--- config.mk ---
export PLATFORM = sky130hd
export DESIGN_NAME = odcr_net
export DESIGN_NICKNAME = d
export VERILOG_FILES = /design/src/rtl/odcr_pkg.sv /design/src/rtl/odcr_mode_fsm.sv /design/src/rtl/odcr_gen_stage.sv /design/src/rtl/odcr_src_stage.sv /design/src/rtl/odcr_bus_gate.sv /design/src/rtl/odcr_net.sv
export SDC_FILE = /design/constraint.sdc
export NUM_CORES = 1
export LEC_CHECK = 0
export BUFFER_PORTS_ARGS = -buffer_cell sky130_fd_sc_hd__buf_4
export CORE_MARGIN = 2
export CORE_UTILIZATION = 45
export CTS_CLUSTER_DIAMETER = 150
export CTS_CLUSTER_SIZE = 24
export DETAILED_ROUTE_END_ITERATION = 16
export PLACE_DENSITY_LB_ADDON = 0.08
export SYNTH_ARGS = -nofsm -noshare
export SYNTH_HDL_FRONTEND = slang
export SYNTH_SLANG_ARGS = --single-unit
--- constraint.sdc ---
create_clock -name clk -period 2.9 [get_ports clk]
set_input_delay 0.435 -clock clk [delete_from_list [all_inputs] [get_ports clk]]
set_output_delay 0.435 -clock clk [all_outputs]
set_load 0.05 [all_outputs]
--- src/rtl/odcr_pkg.sv ---
package odcr_pkg;

    // Mode code on the pwr_mode pins
    localparam logic [1:0] PM_CODE_ACTIVE  = 2'd0;
    localparam logic [1:0] PM_CODE_IDLE    = 2'd1;
    localparam logic [1:0] PM_CODE_STANDBY = 2'd2;
    localparam logic [1:0] PM_CODE_RSVD    = 2'd3;

    // Tracked power mode state
    typedef enum logic [1:0] {
        ST_ACTIVE  = 2'd0,
        ST_IDLE    = 2'd1,
        ST_STANDBY = 2'd2
    } mode_st_e;

endpackage

--- src/rtl/odcr_mode_fsm.sv ---
module odcr_mode_fsm
    import odcr_pkg::*;
(
    input  logic       clk,
    input  logic       rst_n,
    input  logic [1:0] pm_code,
    output logic       nxt_active,
    output logic       nxt_stby
);

    mode_st_e mode_q;
    mode_st_e mode_n;

    // Next-state logic with named transitions
    always_comb begin
        mode_n = mode_q;
        unique case (mode_q)
            ST_ACTIVE: begin
                if (pm_code == PM_CODE_IDLE)         mode_n = ST_IDLE;     // T_NAP
                else if (pm_code == PM_CODE_STANDBY) mode_n = ST_STANDBY;  // T_DEEP_SLEEP
            end
            ST_IDLE: begin
                if (pm_code == PM_CODE_ACTIVE)       mode_n = ST_ACTIVE;   // T_IDLE_WAKE
                else if (pm_code == PM_CODE_STANDBY) mode_n = ST_STANDBY;  // T_DEEPEN
            end
            ST_STANDBY: begin
                if (pm_code == PM_CODE_ACTIVE)       mode_n = ST_ACTIVE;   // T_STBY_WAKE
                else if (pm_code == PM_CODE_IDLE)    mode_n = ST_IDLE;     // T_LIGHTEN
            end
            default: mode_n = ST_ACTIVE;
        endcase
    end

    // State register
    always_ff @(posedge clk) begin
        if (!rst_n) mode_q <= ST_ACTIVE;
        else        mode_q <= mode_n;
    end

    // Output decode of the mode taking effect at the coming edge
    always_comb begin
        nxt_active = 1'b0;
        nxt_stby   = 1'b0;
        unique case (mode_n)
            ST_ACTIVE:  nxt_active = 1'b1;
            ST_IDLE:    ;
            ST_STANDBY: nxt_stby = 1'b1;
            default:    nxt_active = 1'b1;
        endcase
    end

endmodule

--- src/rtl/odcr_gen_stage.sv ---
module odcr_gen_stage #(
    parameter int N_PERIPH = 8,
    parameter int N_GEN    = 4,
    localparam int GW      = (N_GEN > 1) ? $clog2(N_GEN) : 1
) (
    input  logic [N_PERIPH-1:0]    periph_req,
    input  logic [N_PERIPH*GW-1:0] periph_gen_sel,
    input  logic [N_GEN-1:0]       gen_runstdby,
    input  logic                   in_stby,
    output logic [N_GEN-1:0]       gen_en_d
);

    logic [N_GEN-1:0] gen_demand;

    // Gather requests onto the generators they select
    always_comb begin
        gen_demand = '0;
        for (int p = 0; p < N_PERIPH; p++) begin
            for (int g = 0; g < N_GEN; g++) begin
                if (periph_req[p] && (periph_gen_sel[p*GW +: GW] == GW'(g)))
                    gen_demand[g] = 1'b1;
            end
        end
    end

    for (genvar g = 0; g < N_GEN; g++) begin : g_gen
        if (g == 0) begin : g_primary
            // Generator 0 stays on unless in standby
            assign gen_en_d[g] = in_stby ? (gen_runstdby[g] & gen_demand[g]) : 1'b1;
        end else begin : g_secondary
            assign gen_en_d[g] = in_stby ? (gen_runstdby[g] & gen_demand[g]) : gen_demand[g];
        end
    end

endmodule

--- src/rtl/odcr_src_stage.sv ---
module odcr_src_stage #(
    parameter int N_GEN   = 4,
    parameter int N_SRC   = 3,
    localparam int SW     = (N_SRC > 1) ? $clog2(N_SRC) : 1
) (
    input  logic [N_GEN-1:0]    gen_en_d,
    input  logic [N_GEN*SW-1:0] gen_src_sel,
    input  logic [N_SRC-1:0]    src_ondemand,
    input  logic [N_SRC-1:0]    src_runstdby,
    input  logic                in_stby,
    output logic [N_SRC-1:0]    src_en_d
);

    logic [N_SRC-1:0] src_demand;

    // A source is wanted when an enabled generator selects it
    always_comb begin
        src_demand = '0;
        for (int g = 0; g < N_GEN; g++) begin
            for (int s = 0; s < N_SRC; s++) begin
                if (gen_en_d[g] && (gen_src_sel[g*SW +: SW] == SW'(s)))
                    src_demand[s] = 1'b1;
            end
        end
    end

    for (genvar s = 0; s < N_SRC; s++) begin : g_src
        logic awake_rule;
        assign awake_rule  = src_ondemand[s] ? src_demand[s] : 1'b1;
        assign src_en_d[s] = (in_stby && !src_runstdby[s]) ? 1'b0 : awake_rule;
    end

endmodule

--- src/rtl/odcr_bus_gate.sv ---
module odcr_bus_gate #(
    parameter int N_PERIPH = 8
) (
    input  logic [N_PERIPH-1:0] periph_req,
    input  logic                in_active,
    input  logic                in_stby,
    output logic [N_PERIPH-1:0] bus_en_d,
    output logic                main_en_d
);

    always_comb begin
        if (in_active) bus_en_d = '1;
        else           bus_en_d = periph_req;
    end

    always_comb begin
        if (in_stby) main_en_d = |periph_req;
        else         main_en_d = 1'b1;
    end

endmodule

--- src/rtl/odcr_net.sv ---
module odcr_net #(
    parameter int N_PERIPH = 8,
    parameter int N_GEN    = 4,
    parameter int N_SRC    = 3,
    localparam int GW      = (N_GEN > 1) ? $clog2(N_GEN) : 1,
    localparam int SW      = (N_SRC > 1) ? $clog2(N_SRC) : 1
) (
    input  logic                   clk,
    input  logic                   rst_n,
    input  logic [1:0]             pwr_mode,
    input  logic [N_PERIPH-1:0]    periph_req,
    input  logic [N_PERIPH*GW-1:0] periph_gen_sel,
    input  logic [N_GEN*SW-1:0]    gen_src_sel,
    input  logic [N_GEN-1:0]       gen_runstdby,
    input  logic [N_SRC-1:0]       src_ondemand,
    input  logic [N_SRC-1:0]       src_runstdby,
    output logic [N_GEN-1:0]       gen_en,
    output logic [N_SRC-1:0]       src_en,
    output logic [N_PERIPH-1:0]    bus_en,
    output logic                   main_clk_en
);

    logic                nxt_active;
    logic                nxt_stby;
    logic [N_GEN-1:0]    gen_en_d;
    logic [N_SRC-1:0]    src_en_d;
    logic [N_PERIPH-1:0] bus_en_d;
    logic                main_en_d;

    odcr_mode_fsm u_mode (
        .clk        (clk),
        .rst_n      (rst_n),
        .pm_code    (pwr_mode),
        .nxt_active (nxt_active),
        .nxt_stby   (nxt_stby)
    );

    odcr_gen_stage #(.N_PERIPH(N_PERIPH), .N_GEN(N_GEN)) u_gen (
        .periph_req     (periph_req),
        .periph_gen_sel (periph_gen_sel),
        .gen_runstdby   (gen_runstdby),
        .in_stby        (nxt_stby),
        .gen_en_d       (gen_en_d)
    );

    odcr_src_stage #(.N_GEN(N_GEN), .N_SRC(N_SRC)) u_src (
        .gen_en_d     (gen_en_d),
        .gen_src_sel  (gen_src_sel),
        .src_ondemand (src_ondemand),
        .src_runstdby (src_runstdby),
        .in_stby      (nxt_stby),
        .src_en_d     (src_en_d)
    );

    odcr_bus_gate #(.N_PERIPH(N_PERIPH)) u_bus (
        .periph_req (periph_req),
        .in_active  (nxt_active),
        .in_stby    (nxt_stby),
        .bus_en_d   (bus_en_d),
        .main_en_d  (main_en_d)
    );

    // Single output register stage
    always_ff @(posedge clk) begin
        if (!rst_n) begin
            gen_en      <= '0;
            src_en      <= '0;
            bus_en      <= '0;
            main_clk_en <= 1'b0;
        end else begin
            gen_en      <= gen_en_d;
            src_en      <= src_en_d;
            bus_en      <= bus_en_d;
            main_clk_en <= main_en_d;
        end
    end

    AST_GEN0_AWAKE: assert property (@(posedge clk) disable iff (!rst_n)
        (pwr_mode == 2'd0 || pwr_mode == 2'd1) |=> gen_en[0]);

    AST_ACTIVE_BUS_ALL: assert property (@(posedge clk) disable iff (!rst_n)
        (pwr_mode == 2'd0) |=> (&bus_en && main_clk_en));

    AST_MAIN_STBY_QUIET: assert property (@(posedge clk) disable iff (!rst_n)
        (pwr_mode == 2'd2 && periph_req == '0) |=> !main_clk_en);

    for (genvar g = 0; g < N_GEN; g++) begin : g_gen_chk
        AST_GEN_STBY_GATED: assert property (@(posedge clk) disable iff (!rst_n)
            (pwr_mode == 2'd2 && !gen_runstdby[g]) |=> !gen_en[g]);
    end

    for (genvar s = 0; s < N_SRC; s++) begin : g_src_chk
        AST_SRC_STBY_GATED: assert property (@(posedge clk) disable iff (!rst_n)
            (pwr_mode == 2'd2 && !src_runstdby[s]) |=> !src_en[s]);
        AST_SRC_FREE_RUN: assert property (@(posedge clk) disable iff (!rst_n)
            ((pwr_mode == 2'd0 || pwr_mode == 2'd1) && !src_ondemand[s]) |=> src_en[s]);
    end

    for (genvar p = 0; p < N_PERIPH; p++) begin : g_bus_chk
        AST_BUS_UNREQ_OFF: assert property (@(posedge clk) disable iff (!rst_n)
            ((pwr_mode == 2'd1 || pwr_mode == 2'd2) && !periph_req[p]) |=> !bus_en[p]);
    end

endmodule

==> results of run 1 <==
-- kinds of logic after synthesis --
group                      count (synthesis)  synth area share (%)
adders and majority gates                  1                  1.23
AOI/OAI and AO/OA                         34                  26.2
buffers and inverters                     17                  6.30
and+or+nand+nor                           60                  30.7
DFF                                       18                  35.6
-- critical path: stages, from the launching register on --
cell and delay [ns]:
dfxtp_1 0.33, nand2b_1 0.10, and3_1 0.18, ha_1 0.29, inv_1 0.15, nor2_1 0.23
nor4b_2 0.08, a211oi_2 0.22, a31oi_1 0.11
-- layout make-up --
cell class	count	area [um^2]	share of cell area, %
Sequential cell	18	360	23.5
Clock buffer	4	36.3	2.36
Multi-Input combinational cell	95	589	38.4
Inverter	15	56.3	3.67
Tap cell	28	35.0	2.28
Timing Repair Buffer	61	458	29.8
-- stage by stage --
step / hold slack, ns / cell area, um^2 / power [mW]
6_report: 0.385 / 1540 / 0.679
5_1_grt: 0.379 / 1540 / 0.714
4_1_cts: 0.383 / 1540 / 0.681
3_5_place_dp: 0.570 / 1500 / 0.539
3_3_place_gp: 0.544 / 1500 / 0.536
2_1_floorplan: 0.526 / 1010 / 0.431
-- worst max path at each step --
stage           endpoint  cells after the start
5_1_grt        src_en[1]                      8
6_report       src_en[1]                      8
4_1_cts        src_en[1]                      8
3_5_place_dp   src_en[1]                      9
3_3_place_gp   src_en[1]                      9
2_1_floorplan  src_en[1]                      8
-- power groups by stage --
stage / Clock, mW / Combinational (mW) / Sequential (mW)
after floorplan: 0 / 0.0808 / 0.350
after global placement: 0 / 0.257 / 0.279
after detailed placement: 0 / 0.260 / 0.279
after CTS: 0.148 / 0.260 / 0.273
after global routing: 0.160 / 0.280 / 0.275
final: 0.147 / 0.259 / 0.273
-- synthesized netlist by cell type, drive strengths merged --
cell type,instances
nor4b,1
o22ai,12
a31oi,5
o41ai,1
a32oi,1
nand2,11
nand3b,2
nor4,3
and2,3
nor3,3
nand2b,11
o221ai,2
clkbuf,1
dfxtp,18
o22a,3
and3,1
nor2,22
a211oi,1
ha,1
or3,1
buf,1
a21oi,5
o31ai,1
nand3,2
inv,15
o21ai,3
-- layout by cell type, fill, tap and decap left out, types with 3 or more instances in the layout --
master	n
buf_4	61
nor2_1	21
dfxtp_1	18
inv_1	15
nand2_1	11
nand2b_1	9
o22ai_1	9
a21oi_1	5
a31oi_1	5
o22a_1	3
o22ai_2	3
o21ai_0	3
nor3_1	3
and2_1	3
clkbuf_4	3
-- routing by layer --
metal | GRT usage, % | part of all wire, % | vias to the layer above
li1 | - | - | 585
met1 | 25.5 | 44 | 499
met2 | 36.1 | 50 | 36
met3 | 2.34 | 5.1 | 4
met4 | 8.77 | 0.89 | 0
met5 | 0 | 0 | -
-- registers in the layout, summed over array words and instances, names as in the netlist --
name,count
main_clk_en,1
u_mode.mode_q,2
bus_en,8
src_en,3
gen_en,4
==> flow_metrics.py, run 1 <==
metrics = {
    "placed_design": {
        "hpwlAfterDp_mm": 2.32,
        "dp_cells": 217,
        "dp_worst_setup_slack_ns": 0.922,
        "gp_congestion": 0.860,
        "place.port_buffers": 61,
    },
    "grt": {
        "grt_pass1_vias": 1011,
        "grtUsageTotal_pct": 20.7,
        "grt-ovfl-total": 0,
        "grt_max_degree": 13,
        "antenna_found_initial": 0,
        "grt_pass1_wl_mm": 4.15,
    },
    "power": {
        "p_comb_share_pct": 38.1,
        "p_seq_share_pct": 40.2,
        "power_switching_mw": 0.228,
        "power_leakage_nw": 0.738,
        "p_int_mw": 0.451,
        "vdd_ir_drop_max_uv": 309,
        "p_clk_share_pct": 21.6,
        "powerDensity_nw_per_um2": 442,
        "sw_frac_of_total_pct": 33.6,
    },
    "clock_tree": {
        "clk_pin_slew_ns": 0.10,
        "cts_buffer_depth": 2,
        "cts_tree": "yes",
        "clkLatencyLatePin_ns": 0.29,
        "htreeDepth": 1,
        "post_cts_buffers": 0,
        "ctsResizeCount": 0,
        "clock-root-buffer": "clkbuf_4",
        "cts_sinks": 18,
        "cts_hold_buf": 0,
        "cts_made_buffers": 3,
    },
    "die": {
        "core_region_area_um2": 2170,
        "start_util_pct": 46.7,
        "row_count": 17,
        "die-height_um": 51.5,
        "die_x_um": 51.5,
        "dieArea_um2": 2650,
        "ios": 62,
    },
    "route": {
        "first_pass_iters": 4,
        "viasPerCell": 5.09,
        "detailroute.via_count": 1124,
        "drt_iter0_drc": 26,
        "wl_mm": 2.60,
        "final_antenna_net_count": 0,
        "drc": 0,
        "wl_per_cell_um": 11.7,
    },
    "final_layout": {
        "n_antenna_cell": 0,
        "utilization_pct": 70.8,
        "syn_to_final_growth_pct": 51.5,
        "final_nets": 241,
        "fin_cells": 221,
        "n_fill_cell": 190,
        "drive_gt1_share_pct": 38.9,
    },
    "worst_setup_path": {
        "rr_worst_depth": 8,
        "crit_fanout": 6,
        "worstPathArrival_ns": 1.99,
        "startpoint": "u_mode.mode_q[1]",
        "cp-end-kind": "register",
        "r2r_setup_slack_ns": 1.09,
        "worstPathRequired_ns": 3.08,
        "cp-start-kind": "register",
        "rr_startpoint": "u_mode.mode_q[1]",
        "reg2reg_to": "src_en[1]",
        "crit_type": "register to register",
    },
    "timing": {
        "finalMaxSlewViolations": 0,
        "finalSetupViolCount": 0,
        "fmax_mhz": 551,
        "layout_setup_ws_ns": 1.09,
        "slew_headroom_pct": 72.6,
        "finalSetupTns_ns": 0,
        "skew_ns": 0.00831,
        "hold_viol": 0,
        "min_period_ns": 1.81,
        "worst_slew_pin_slew_ns": 0.408,
        "rsz0062_at_grt": "false",
        "period_share_pct": 62.6,
    },
    "yosys": {
        "yosys.area.top_type": "dfxtp_1",
        "synth.top_cell.area_share_pct": 35.6,
        "synth_cell_types": 30,
        "syn_area_per_cell_um2": 7.80,
        "postSynthCellCount": 130,
        "netlist_area_um2": 1010,
        "synth-seq-cells": 18,
        "ys_warn_count": 0,
        "yosysSeqAreaShare_pct": 35.6,
        "synth_fp_nets": 177,
        "ys_top_cells_by_area": "dfxtp_1, nor2_1, inv_1",
    },
    "status": {
        "status": "finished clean",
    },
    "min_path": {
        "hold-path-endpoint": "bus_en[2]",
        "hold_path_depth": 3,
        "hp-class": "input port to register",
        "hp-start": "periph_req[2]",
    },
    "run": {
        "maxCapViolations": 0,
    },
}
Power figures use the tool's default switching activity.
==> run 2: changes to the inputs <==
ABC_AREA = 1   (was unset)
CORE_UTILIZATION = 39   (was 45)
clock period = 1.5 ns   (was 2.9 ns; I/O delays follow)
==> flow_metrics.py, run 2 <==
metrics = {
    "worst_setup_path": {
        "worstPathArrival_ns": 1.79,
        "crit_fanout": 4,
        "rr_worst_depth": 8,
        "crit_type": "register to register",
        "cp-end-kind": "register",
        "cp-start-kind": "register",
        "worstPathRequired_ns": 1.69,
    },
    "clock_tree": {
        "cts_hold_buf": 0,
        "clk_pin_slew_ns": 0.10,
        "htreeDepth": 1,
        "clkLatencyLatePin_ns": 0.29,
        "cts_buffer_depth": 2,
        "clock-root-buffer": "clkbuf_4",
        "cts_sinks": 18,
        "cts_tree": "yes",
        "cts_made_buffers": 3,
    },
    "timing": {
        "finalSetupViolCount": 3,
        "hold_viol": 0,
        "worst_slew_pin_slew_ns": 0.375,
        "slew_headroom_pct": 75.0,
        "layout_setup_ws_ns": -0.0943,
        "rsz0062_at_grt": "true",
        "min_period_ns": 1.59,
        "finalMaxSlewViolations": 0,
        "skew_ns": 0.0119,
        "period_share_pct": 106,
        "fmax_mhz": 627,
    },
    "yosys": {
        "synth_fp_nets": 231,
        "synth.top_cell.area_share_pct": 33.0,
        "synth-seq-cells": 18,
        "yosysMostFrequentCell": "nor2_1",
        "postSynthCellCount": 184,
        "syn_area_per_cell_um2": 5.94,
        "ys_warn_count": 0,
        "synthTopCellsByCount": "nor2_1, nand3_1, nand2_1",
        "yosysSeqAreaShare_pct": 33.0,
        "synth_flop_cell": "dfxtp_1",
        "netlist_area_um2": 1090,
        "synth-edff-count": 0,
        "yosys.area.top_type": "dfxtp_1",
        "synthArstFlopShare_pct": 0,
        "synth_cell_types": 18,
        "ys_top_cells_by_area": "dfxtp_1, nand3_1, nor2_1",
    },
    "route": {
        "drc": 0,
        "viasPerCell": 4.67,
        "first_pass_iters": 5,
        "wl_per_cell_um": 10.4,
        "final_antenna_net_count": 0,
        "drt_iter0_drc": 27,
        "wl_mm": 2.96,
        "detailroute.via_count": 1330,
    },
    "final_layout": {
        "layout_common_cells": "buf_4, nor2_1, nand3_1, nand2_1, inv_1",
        "stdcell_area_um2": 1750,
        "regArea_um2": 363,
        "multi_input_area_um2": 691,
        "syn_to_final_growth_pct": 59.9,
        "fin_cells": 285,
        "final_common_cell": "buf_4",
        "largest_reg_flops": 8,
        "biggestRegsByFlops": "bus_en: 8 flops, gen_en: 4 flops, src_en: 3 flops",
        "drive_gt1_share_pct": 37.8,
        "n_antenna_cell": 0,
        "top_register": "bus_en",
        "final_nets": 302,
        "n_fill_cell": 268,
    },
    "die": {
        "row_count": 19,
        "die-height_um": 56.9,
        "start_util_pct": 40.3,
        "ios": 62,
        "core_region_area_um2": 2710,
        "die_x_um": 56.9,
        "dieArea_um2": 3240,
    },
    "power": {
        "powerDensity_nw_per_um2": 786,
        "power_leakage_nw": 0.985,
        "vdd_ir_drop_max_uv": 610,
    },
    "min_path": {
        "hold_path_depth": 2,
        "hp-class": "input port to register",
    },
    "placed_design": {
        "gp_congestion": 0.816,
        "placed_cell_area_um2": 1600,
        "dp_cells": 276,
        "place.port_buffers": 61,
        "hpwlAfterDp_mm": 2.41,
    },
    "run": {
        "maxCapViolations": 0,
    },
    "status": {
        "status": "finished, violations left",
        "violations": "setup timing",
    },
    "grt": {
        "grt_pass1_wl_mm": 4.82,
        "antenna_found_initial": 0,
        "grt_pass1_vias": 1201,
        "grtUsageTotal_pct": 18.5,
        "grt_max_degree": 15,
        "grt-ovfl-total": 0,
    },
}
==> run 2: final cells by class <==
cell class	count	area share, %
repair buffers	68	29.2
clock buffers	4	2.08
flip-flops and latches	18	20.8
well taps	31	2.22
inverters	28	6.16
multi-input cells	136	39.5
==> run 2: path summary, 6_finish.rpt <==
kind | startpoint | end | slack, ns
worst min register to register | u_mode.mode_q[1] | u_mode.mode_q[1] | 0.68
worst max-delay path | u_mode.mode_q[0] | src_en[1] | -0.09
worst max register to register | u_mode.mode_q[0] | src_en[1] | -0.09
worst min-delay path | rst_n | u_mode.mode_q[1] | 0.17
==> run 2: stage by stage <==
stage	worst slack (ns)	setup TNS [ns]	total power [mW]	utilization, %	hold WS, ns
2_1_floorplan	0.0737	0	0.833	-	0.341
3_3_place_gp	-0.0472	-0.0472	1.05	58.9	0.473
3_5_place_dp	-0.0418	-0.0948	1.05	58.9	0.473
4_1_cts	0.00158	0	1.35	61.4	0.164
5_1_grt	-0.158	-0.443	1.45	64.5	0.165
6_report	-0.0943	-0.226	1.37	64.5	0.171
==> run 2: logic make-up after synthesis <==
kind of cell	Yosys count	synth area share, %
AOI/OAI and AO/OA	10	5.38
adders and majority gates	1	1.15
DFF	18	33.0
buffers and inverters	30	10.3
and+or+nand+nor	125	50.2
==> run 2: timing repair <==
item,in CTS,in global routing
resized for setup,3,18
setup endpoints to repair,3,3
pin swaps,2,14
buffers inserted,3,2
==> run 2: critical path: stages (launching register included) <==
cell and delay [ns]:
dfxtp_2 0.34, o211ai_1 0.31, ha_4 0.21, inv_4 0.04, or2_4 0.27, nand3_2 0.08
nand2_2 0.06, nor2_2 0.12, a21oi_1 0.07
==> run 2: power breakdown <==
part	switching, mW	total, mW	internal (mW)
Clock	0.140	0.288	0.148
Sequential	0.0117	0.531	0.519
Combinational	0.329	0.555	0.225
Total	0.481	1.37	0.892
==> run 2: per-layer routing <==
metal,share of wire (%),GRT usage (%),vias to the layer above
li1,-,-,724
met1,46,24.9,573
met2,49,31.0,31
met3,3.6,1.15,2
met4,0.85,6.98,0
met5,0,0,-
